===== config.mk =====
export PLATFORM = sky130hd
export DESIGN_NAME = sp_bounds_monitor
export DESIGN_NICKNAME = d
export VERILOG_FILES = /design/src/rtl/sbm_pkg.sv /design/src/rtl/sbm_limit_cmp.sv /design/src/rtl/sbm_fire_pick.sv /design/src/rtl/sbm_core.sv /design/src/rtl/sp_bounds_monitor.sv
export SDC_FILE = /design/constraint.sdc
export NUM_CORES = 1
export LEC_CHECK = 0
export ABC_AREA = 1
export BUFFER_PORTS_ARGS = -buffer_cell sky130_fd_sc_hd__buf_2
export CAP_MARGIN = 15
export CORE_UTILIZATION = 50
export DETAILED_ROUTE_END_ITERATION = 10
export HOLD_SLACK_MARGIN = 0.15
export PLACE_DENSITY = 0.7
export SYNTH_ARGS = -nofsm -noshare
export SYNTH_HDL_FRONTEND = slang
export SYNTH_SLANG_ARGS = --single-unit

===== constraint.sdc =====
create_clock -name clk -period 2.85 [get_ports clk]
set_clock_uncertainty 0.2 [all_clocks]
set_input_delay 0.285 -clock clk [delete_from_list [all_inputs] [get_ports clk]]
set_output_delay 0.285 -clock clk [all_outputs]
set_load 0.03 [all_outputs]

===== src/rtl/sbm_pkg.sv =====
package sbm_pkg;
  localparam int N_COND = 2;
  localparam int COND_LO = 0;
  localparam int COND_HI = 1;
  localparam int IDX_W = 3;

  typedef enum logic [IDX_W-1:0] {
    IDX_LO  = 3'd0,
    IDX_HI  = 3'd1,
    IDX_MON = 3'd2,
    IDX_DLV = 3'd3,
    IDX_CLR = 3'd4,
    IDX_RAW = 3'd5,
    IDX_PC  = 3'd6,
    IDX_REC = 3'd7
  } reg_idx_e;
endpackage


===== src/rtl/sbm_limit_cmp.sv =====
module sbm_limit_cmp #(
  parameter int XLEN = 32
) (
  input  logic [XLEN-1:0] sp,
  input  logic [XLEN-1:0] lim_lo,
  input  logic [XLEN-1:0] lim_hi,
  output logic [sbm_pkg::N_COND-1:0] cond
);
  always_comb begin
    cond = '0;
    cond[sbm_pkg::COND_LO] = sp < lim_lo;
    cond[sbm_pkg::COND_HI] = sp > lim_hi;
  end
endmodule


===== src/rtl/sbm_fire_pick.sv =====
module sbm_fire_pick #(
  parameter int NCORES = 2,
  parameter int XLEN = 32
) (
  input  logic              clk,
  input  logic              rst,
  input  logic [NCORES-1:0] hit,
  output logic [XLEN-1:0]   fired
);
  always_comb begin
    fired = '1;
    for (int c = NCORES - 1; c >= 0; c--) begin
      if (hit[c]) fired = XLEN'(c);
    end
  end

  // a core index is reported exactly when some core shows a violation
  a_r6_fired_consistent: assert property (@(posedge clk) disable iff (rst)
    ((hit != '0) == (fired != '1)));
endmodule


===== src/rtl/sbm_core.sv =====
module sbm_core #(
  parameter int XLEN = 32
) (
  input  logic                         clk,
  input  logic                         rst,
  input  logic [XLEN-1:0]              sp_in,
  input  logic [XLEN-1:0]              pc_in,
  input  logic                         vld_in,
  input  logic                         wr_en,
  input  logic [sbm_pkg::IDX_W-1:0]    wr_idx,
  input  logic [XLEN-1:0]              wr_data,
  input  logic [sbm_pkg::IDX_W-1:0]    rd_idx,
  output logic [XLEN-1:0]              rd_data,
  output logic [sbm_pkg::N_COND-1:0]   raw_out,
  output logic                         irq_out
);
  import sbm_pkg::*;

  logic [XLEN-1:0]   lo_q, hi_q, sp_q, pc_q, pc_cap_q;
  logic [N_COND-1:0] mon_q, dlv_q, rec_q, raw_prev_q, state_q;
  logic [N_COND-1:0] cond, raw_v, clr_mask;
  logic              trig;

  sbm_limit_cmp #(.XLEN(XLEN)) u_cmp (
    .sp(sp_q), .lim_lo(lo_q), .lim_hi(hi_q), .cond(cond)
  );

  assign raw_v    = cond & mon_q;
  assign clr_mask = (wr_en && wr_idx == IDX_CLR) ? wr_data[N_COND-1:0] : '0;
  assign trig     = |(raw_v & ~raw_prev_q);

  // sampled stack pointer and program counter
  always_ff @(posedge clk) begin
    if (rst) begin
      sp_q <= '0;
      pc_q <= '0;
    end else if (vld_in) begin
      sp_q <= sp_in;
      pc_q <= pc_in;
    end
  end

  // software-visible control registers
  always_ff @(posedge clk) begin
    if (rst) begin
      lo_q  <= '0;
      hi_q  <= '1;
      mon_q <= '0;
      dlv_q <= '0;
      rec_q <= '0;
    end else if (wr_en) begin
      case (wr_idx)
        IDX_LO:  lo_q  <= wr_data;
        IDX_HI:  hi_q  <= wr_data;
        IDX_MON: mon_q <= wr_data[N_COND-1:0];
        IDX_DLV: dlv_q <= wr_data[N_COND-1:0];
        IDX_REC: rec_q <= wr_data[N_COND-1:0];
        default: ;
      endcase
    end
  end

  // hidden interrupt state and PC capture
  always_ff @(posedge clk) begin
    if (rst) begin
      state_q    <= '0;
      raw_prev_q <= '0;
      pc_cap_q   <= '0;
    end else begin
      state_q    <= (raw_v & dlv_q) & ~clr_mask;
      raw_prev_q <= raw_v;
      if (trig && (&rec_q)) pc_cap_q <= pc_q;
    end
  end

  always_comb begin
    rd_data = '0;
    case (rd_idx)
      IDX_LO:  rd_data = lo_q;
      IDX_HI:  rd_data = hi_q;
      IDX_MON: rd_data[N_COND-1:0] = mon_q;
      IDX_DLV: rd_data[N_COND-1:0] = dlv_q;
      IDX_RAW: rd_data[N_COND-1:0] = raw_v;
      IDX_PC:  rd_data = pc_cap_q;
      IDX_REC: rd_data[N_COND-1:0] = rec_q;
      default: rd_data = '0;
    endcase
  end

  assign raw_out = raw_v;
  assign irq_out = |state_q;

  logic unused_wdata;
  assign unused_wdata = ^wr_data;

  // a set state flop implies gated violation in the previous cycle
  a_r3_state_follows: assert property (@(posedge clk) disable iff (rst)
    ((state_q & ~$past(raw_v & dlv_q)) == '0));
  // a clear pulse wins over a pending load
  a_r3_clear_wins: assert property (@(posedge clk) disable iff (rst)
    (|$past(clr_mask)) |-> ((state_q & $past(clr_mask)) == '0));
  // the interrupt needs a delivered violation one cycle earlier
  a_r4_irq_needs_dlv: assert property (@(posedge clk) disable iff (rst)
    irq_out |-> ($past(raw_v & dlv_q) != '0));
  // without a change of violation bits the captured PC holds
  a_r5_pc_hold: assert property (@(posedge clk) disable iff (rst)
    ($past(raw_v) == $past(raw_v, 2)) |-> $stable(pc_cap_q));
endmodule


===== src/rtl/sp_bounds_monitor.sv =====
module sp_bounds_monitor #(
  parameter int NCORES = 2,
  parameter int XLEN = 32,
  parameter int ADDR_W = 8,
  parameter logic [ADDR_W-1:0] FIRED_ADDR = 8'h80
) (
  input  logic                   clk,
  input  logic                   rst,
  input  logic [NCORES*XLEN-1:0] core_sp,
  input  logic [NCORES*XLEN-1:0] core_pc,
  input  logic [NCORES-1:0]      core_vld,
  input  logic                   bus_en,
  input  logic                   bus_we,
  input  logic [ADDR_W-1:0]      bus_addr,
  input  logic [XLEN-1:0]        bus_wdata,
  output logic [XLEN-1:0]        bus_rdata,
  output logic                   irq_out
);
  import sbm_pkg::*;

  localparam int STRIDE_LOG2 = IDX_W + 2;
  localparam int CSEL_W = (NCORES > 1) ? $clog2(NCORES) : 1;
  localparam int CORE_SPAN = NCORES << STRIDE_LOG2;

  logic [IDX_W-1:0]  idx;
  logic [CSEL_W-1:0] csel;
  logic              core_hit;
  logic [XLEN-1:0]   core_rd [NCORES];
  logic [NCORES-1:0] core_irq, core_any;
  logic [XLEN-1:0]   fired;

  assign idx      = bus_addr[STRIDE_LOG2-1:2];
  assign csel     = bus_addr[STRIDE_LOG2 +: CSEL_W];
  assign core_hit = int'(bus_addr) < CORE_SPAN;

  for (genvar c = 0; c < NCORES; c++) begin : g_core
    logic [N_COND-1:0] raw_c;
    logic              we_c;
    assign we_c = bus_en && bus_we && core_hit && (int'(csel) == c);
    sbm_core #(.XLEN(XLEN)) u_core (
      .clk(clk), .rst(rst),
      .sp_in(core_sp[c*XLEN +: XLEN]),
      .pc_in(core_pc[c*XLEN +: XLEN]),
      .vld_in(core_vld[c]),
      .wr_en(we_c), .wr_idx(idx), .wr_data(bus_wdata),
      .rd_idx(idx), .rd_data(core_rd[c]),
      .raw_out(raw_c), .irq_out(core_irq[c])
    );
    assign core_any[c] = |raw_c;
  end

  sbm_fire_pick #(.NCORES(NCORES), .XLEN(XLEN)) u_pick (
    .clk(clk), .rst(rst), .hit(core_any), .fired(fired)
  );

  always_ff @(posedge clk) begin
    if (rst) begin
      bus_rdata <= '0;
    end else if (bus_en && !bus_we) begin
      if (bus_addr == FIRED_ADDR) bus_rdata <= fired;
      else if (core_hit)          bus_rdata <= core_rd[csel];
      else                        bus_rdata <= '0;
    end
  end

  assign irq_out = |core_irq;

  logic unused_addr;
  assign unused_addr = ^bus_addr[1:0];
endmodule


# After elaboration in Yosys (flattened, before gate mapping)
# Cells that the tools add are included.
[word_totals]
register_bits = 372
elab_cells = 90
input_bits = 174
[classes]
eq_ne = 8
muxes = 13
n_reduce_logical = 28
magnitude_cmp = 6
n_bitwise = 14
[op_table]
columns = ["cell", "n"]
rows = [
  ["32-bit 2-to-1 mux", 7],
  ["30-bit case mux with 3 select lines", 2],
  ["32-bit greater-than comparator", 2],
  ["32-bit < comparator", 2],
  ["2-bit case mux with 7 select lines", 2],
  ["2-bit AND reduction", 12],
  ["2-bit AND", 8],
  ["3-bit equality test (second input constant)", 4],
  ["1-bit logical AND", 9],
  ["8-bit equality test (second input constant)", 1],
  ["8-bit by 7-bit < comparator with 1-bit output (second input constant)", 1],
  ["2-bit NOT", 4],
  ["2-bit OR reduction", 4],
  ["3-bit by 2-bit equality test with 1-bit output (second input constant)", 2],
  ["2-bit 2-to-1 mux", 2],
  ["4-bit OR reduction", 1],
  ["3-bit by 1-bit equality test with 1-bit output (second input constant)", 1],
  ["3-bit logical NOT", 1],
  ["2-bit >= comparator (second input constant)", 1],
  ["1-bit NOT with 2-bit output", 1],
  ["1-bit logical NOT", 1],
  ["1-bit NOT", 1],
]

# Longest topological paths before layout
[depth]
word_depth = 8
depth_mapped = 21
depth_no_buf = 20

# Hierarchy
# From an unflattened synthesis, not the netlist that was laid out.
[unflattened]
cells_unflattened = 2799
hier_area_um2 = 19373.6
[modules_own_cells]
columns = ["module", "area_each_um2", "seq_area_each_um2", "n_inst", "cells_per_inst"]
rows = [
  ["sbm_core", 6924.1, 3403.3, 2, 964],
  ["sbm_limit_cmp", 1686.6, 0.0, 2, 267],
  ["sp_bounds_monitor", 1919.3, 640.6, 1, 305],
  ["sbm_fire_pick", 232.7, 0.0, 1, 32],
]

# Worst setup path before layout
# OpenSTA, ideal clock, no wires.
[synth_path]
path_type = "register to register"
start = "reg g_core[1].u_core.hi_q[23]"
end = "reg g_core[1].u_core.pc_cap_q[23]"
stages_incl_launch_ff = 15
n_path_buf = 1
arrival_ps = 1867
slack_ps = 668
synth_period_minus_slack_ps = 2182
t_required_ps = 2535
cell_sequence = "dfxtp_1 > inv_1 > ha_1 > nand2_1 > nor2_1 > nand2_1 > nor3_2 > nand2_1 > nand2_1 > nand2_2 > o21ai_4 > buf_6 > nand3_1 > nand2_1 > nor2_1"
[synth_between]
elab_chain_cells = 5
[synth_lines]
columns = ["element", "line_no", "source"]
rows = [
  ["from (decl)", "sbm_core.sv:19", "logic [XLEN-1:0] lo_q, hi_q, sp_q, pc_q, pc_cap_q;"],
  ["from (signal assigned)", "sbm_core.sv:54", "IDX_HI: hi_q <= wr_data;"],
  ["32-bit greater-than comparator", "sbm_limit_cmp.sv:12", "cond[sbm_pkg::COND_HI] = sp > lim_hi;"],
  ["2-bit AND", "sbm_core.sv:28", "assign raw_v = cond & mon_q;"],
  ["2-bit AND", "sbm_core.sv:30", "assign trig = |(raw_v & ~raw_prev_q);"],
  ["2-bit OR reduction", "sbm_core.sv:30", ""],
  ["1-bit logical AND", "sbm_core.sv:72", "if (trig && (&rec_q)) pc_cap_q <= pc_q;"],
  ["to (signal assigned)", "sbm_core.sv:72", ""],
  ["to (decl)", "sbm_core.sv:19", ""],
]
# No other way between the ends.
# A chain may end at the register's enable or synchronous reset.

# Worst setup path in the final report
[layout_path]
start = "in bus_addr[4]"
end = "reg bus_rdata[0]"
[layout_between]
elab_chain_cells = 7
elab_cells_between_ends = 16
classes_between = "1 x order compare; 7 x eq/ne; 7 x mux; 1 x reduce/logical"
[layout_lines]
columns = ["element", "line_no", "source"]
rows = [
  ["from (decl)", "sp_bounds_monitor.sv:14", "input logic [ADDR_W-1:0] bus_addr,"],
  ["3-bit equality test, or another cell as far along", "sbm_core.sv:78", "case (rd_idx)"],
  ["2-bit case mux with 7 select lines", "sbm_core.sv:78", ""],
  ["32-bit 2-to-1 mux (not written as such) (3 in a row)", "sp_bounds_monitor.sv:61", "else if (core_hit) bus_rdata <= core_rd[csel];"],
  ["32-bit 2-to-1 mux", "sp_bounds_monitor.sv:61", ""],
  ["32-bit 2-to-1 mux *", "sp_bounds_monitor.sv:60", "if (bus_addr == FIRED_ADDR) bus_rdata <= fired;"],
  ["to (signal assigned)", "sp_bounds_monitor.sv:60", ""],
  ["to (signal assigned)", "sp_bounds_monitor.sv:61", ""],
  ["to (decl)", "sp_bounds_monitor.sv:16", "output logic [XLEN-1:0] bus_rdata,"],
]
# Every way passes the cells marked *; elsewhere a longest branch is shown, timed or not. The select of a mux whose other input is x is not followed.

==> results.toml <==
[status]
status = "completed"

[timing]
rsz0062_at_grt = "no"
finalCritPeriodShare = 0.998
drv_slew = 0
setup_viol_count_final = 0
fin_crit_ns = 2.84
fin_hold_ws_ns = 0.161
hold_viol_final = 0
layout_setup_ws_ns = 0.00662
worst_pin_slew_ns = 1.19
slew_headroom = 0.204
fmax_ghz = 0.352
tns_ns = 0

[global_routing]
grt.total_usage = 0.305
antenna_found_initial = 0
gr-total-overflow = 0
grt_max_degree = 92
grt_pass1_vias = 16800
grt_first_pass_wirelength_um = 87100

[yosys]
synthTopCellsByArea = "dfxtp_1 (42%), a21oi_1 (12%), o21ai_0 (9.6%)"
yosysTopAreaCell = "dfxtp_1"
postSynthAreaPerCell_sq_um = 7.52
ys_ff_latch = 372
synthCells = 2350
syn_nets = 2650
yosys_warnings = 0
yosysTopAreaCellShare = 0.422
synthFlopType = "dfxtp_1"
synth_area_sq_mm = 0.0177
ys_types = 40
synth-seq-area-share = 0.422
synth-edff-count = 0
async_reset_ff_frac = 0

[critical_path]
cp_max_fo = 6
worst-endpoint-required_ns = 3.13
path_delay_family = "buffers and inverters"
crit_path_cell_trace = "dlygate4sd3_1 -> buf_2 -> inv_2 -> nand3_1 -> nor4b_1 -> nand2_1 -> dlygate4sd3_1 -> o21ai_0 -> inv_1 -> a21oi_1"
start_kind = "primary input"
criticalPathCategory = "primary input to register"
cp_num_buf_inv = 5
path_common_cell = "dlygate4sd3_1"
cp-end-kind = "register"
cpPeakStageDelay_ns = 0.84
arrival_ns = 3.12
crit_path_top_delay_cell = "nor4b_1"

[cts]
clk_pin_slew_ns = 0.06
clock_sinks = 372
tritoncts = "built"
h-tree-depth = 2
clk_root_buffer_cell = "clkbuf_16"
clock_latency_ns = 0.54
numCtsBuffers = 42
clock_path_buffers = 3

[floorplanning]
io_pins = 207
fp.dieH_um = 190
initial_core_util = 0.510
num_rows = 68
die_x_um = 190
dieArea_sq_mm = 0.0361
core_area_sq_mm = 0.0346

[routing]
first_pass_iters = 5
drcViolationCount = 0
wirelength_um = 55700
wl_per_cell_um = 17.4
vias = 17700
drt_iter0_markers = 1419
vias_per_cell = 5.54
ant_nets = 0

[cells_and_area]
num_antenna_cells = 0
final.fill_count = 2978
synthToLayoutAreaGrowth_pct = 29.1
final_nets = 3004
drive_above_1_share = 0.132
final_cells = 3192

[flow_run]
maxCapViolCount = 0

[placement]
place_ws_ns = 0.239
gp_congestion = 0.961
place_inst = 2911
io_buffers = 206
dpl.hpwl_um = 37900

[worst_hold_path]
min_path_type = "primary input to register"

[power]
leakage_nw = 10.4
ir_worst_vdd_mv = 0.500
p_per_area_mw_per_mm2 = 573
-- sequential cells by signal, summed over array words and instances, names as in the netlist --
| register | flops |
|---|---|
| g_core.u_core.raw_prev_q | 4 |
| g_core.u_core.dlv_q | 4 |
| g_core.u_core.lo_q | 64 |
| g_core.u_core.hi_q | 64 |
| g_core.u_core.sp_q | 64 |
| g_core.u_core.mon_q | 4 |
| g_core.u_core.pc_q | 64 |
| bus_rdata | 32 |
| g_core.u_core.pc_cap_q | 64 |
| g_core.u_core.rec_q | 4 |
| g_core.u_core.state_q | 4 |
-- cell families after synthesis --
| logic type | share of synthesized area |
|---|---|
| DFF | 0.422 |
| buffers and inverters | 0.0925 |
| and+or+nand+nor | 0.140 |
| adders and majority gates | 0.0893 |
| AOI/OAI and AO/OA | 0.256 |
-- layout by cell type (no fill, tap or decap), types with 3 or more instances in the layout --
| master | count |
|---|---|
| bufinv_16 | 9 |
| nor2_4 | 3 |
| o21a_1 | 4 |
| nand4_1 | 9 |
| inv_2 | 11 |
| buf_12 | 11 |
| dlygate4sd3_1 | 203 |
| clkinv_2 | 6 |
| ha_1 | 126 |
| a211oi_1 | 4 |
| inv_1 | 235 |
| nor3_2 | 4 |
| nor2_1 | 274 |
| buf_2 | 206 |
| nor4_1 | 3 |
| o21ai_0 | 337 |
| nand2_2 | 4 |
| nor3_1 | 5 |
| a221oi_1 | 58 |
| nand2_1 | 209 |
| o21ai_1 | 8 |
| clkbuf_1 | 5 |
| a21oi_1 | 419 |
| dfxtp_1 | 372 |
| clkbuf_16 | 46 |
| clkbuf_8 | 10 |
| buf_4 | 40 |
| nor2_2 | 3 |
| nand3_1 | 84 |
-- through the flow --
step,total power [mW],area [sq um],utilization
CTS,13.1,22700,0.657
detailed placement,6.76,19100,0.552
global placement,6.73,19100,0.552
global route,13.5,22800,0.658
finish,13.1,22800,0.658
floorplan,6.27,17700,-
-- per-layer routing --
metal  GRT usage  wire length, um  vias to the layer above
li1            -                -                     8679
met1       0.384            23100                     8223
met2       0.512            26200                      671
met3      0.0433             3840                      123
met4       0.143             2480                        0
met5           0                0                        -
-- where the power goes --
part,switching (mW),total [mW],internal (mW)
clock network,2.21,6.15,3.94
logic,0.816,1.44,0.622
registers,0.105,5.47,5.36
total,3.13,13.1,9.93
-- tightest hold or removal path: stages --
cell and delay, ns:
buf_2 0.10, inv_2 0.08, buf_12 0.21, nor2_1 0.12, nor2_1 0.05
-- synth_stat cells, types with 2 or more instances --
library cell    n
nor2_1        275
nor3_2          2
dfxtp_1       372
buf_2          29
a21o_1          2
buf_6          12
ha_1          126
inv_1         236
nor3_1          7
a221oi_1       58
a211oi_1        4
o21ai_1         8
clkbuf_1       99
nand2_2         2
o21ai_4         2
clkinv_1        4
o211ai_1        2
nor4_1          3
nor3b_1         2
nor2_2          5
o22ai_1         2
nand3b_1        2
nand3_1        85
o21a_1          4
a21oi_1       419
nand4_1         9
o311a_1         2
nand2_1       211
buf_1          11
inv_2           9
o21ai_0       337
-- worst paths after layout --
kind	startpoint	to	slack, ns	cells past startpoint
worst max-delay path	bus_addr[4]	bus_rdata[0]	0.007	10
worst min register to register	g_core[0].u_core.pc_q[7]	g_core[0].u_core.pc_q[7]	0.25	2
worst min-delay path	core_vld[1]	g_core[1].u_core.sp_q[23]	0.16	5
worst max register to register	g_core[0].u_core.lo_q[1]	bus_rdata[0]	0.18	17
-- area by class of cell --
cell class                 count  area, sq um  share of cell area
multi-input combinational   1577         8620               0.378
sequential                   372         7450               0.327
timing repair buffer         462         3620               0.159
clock buffer                  60         1280              0.0563
inverter                     249          940              0.0412
tap                          455          569              0.0250
clock inverter                17          317              0.0139
-- what timing repair did --
item | in CTS | in global routing
endpoints found under the setup margin | 0 | 6
hold buffers | 203 | 0
buffers inserted | 0 | 0
gates resized for setup | 0 | 5
endpoints found under the hold margin | 289 | 0
No activity file was read; power rests on OpenSTA's default activity.
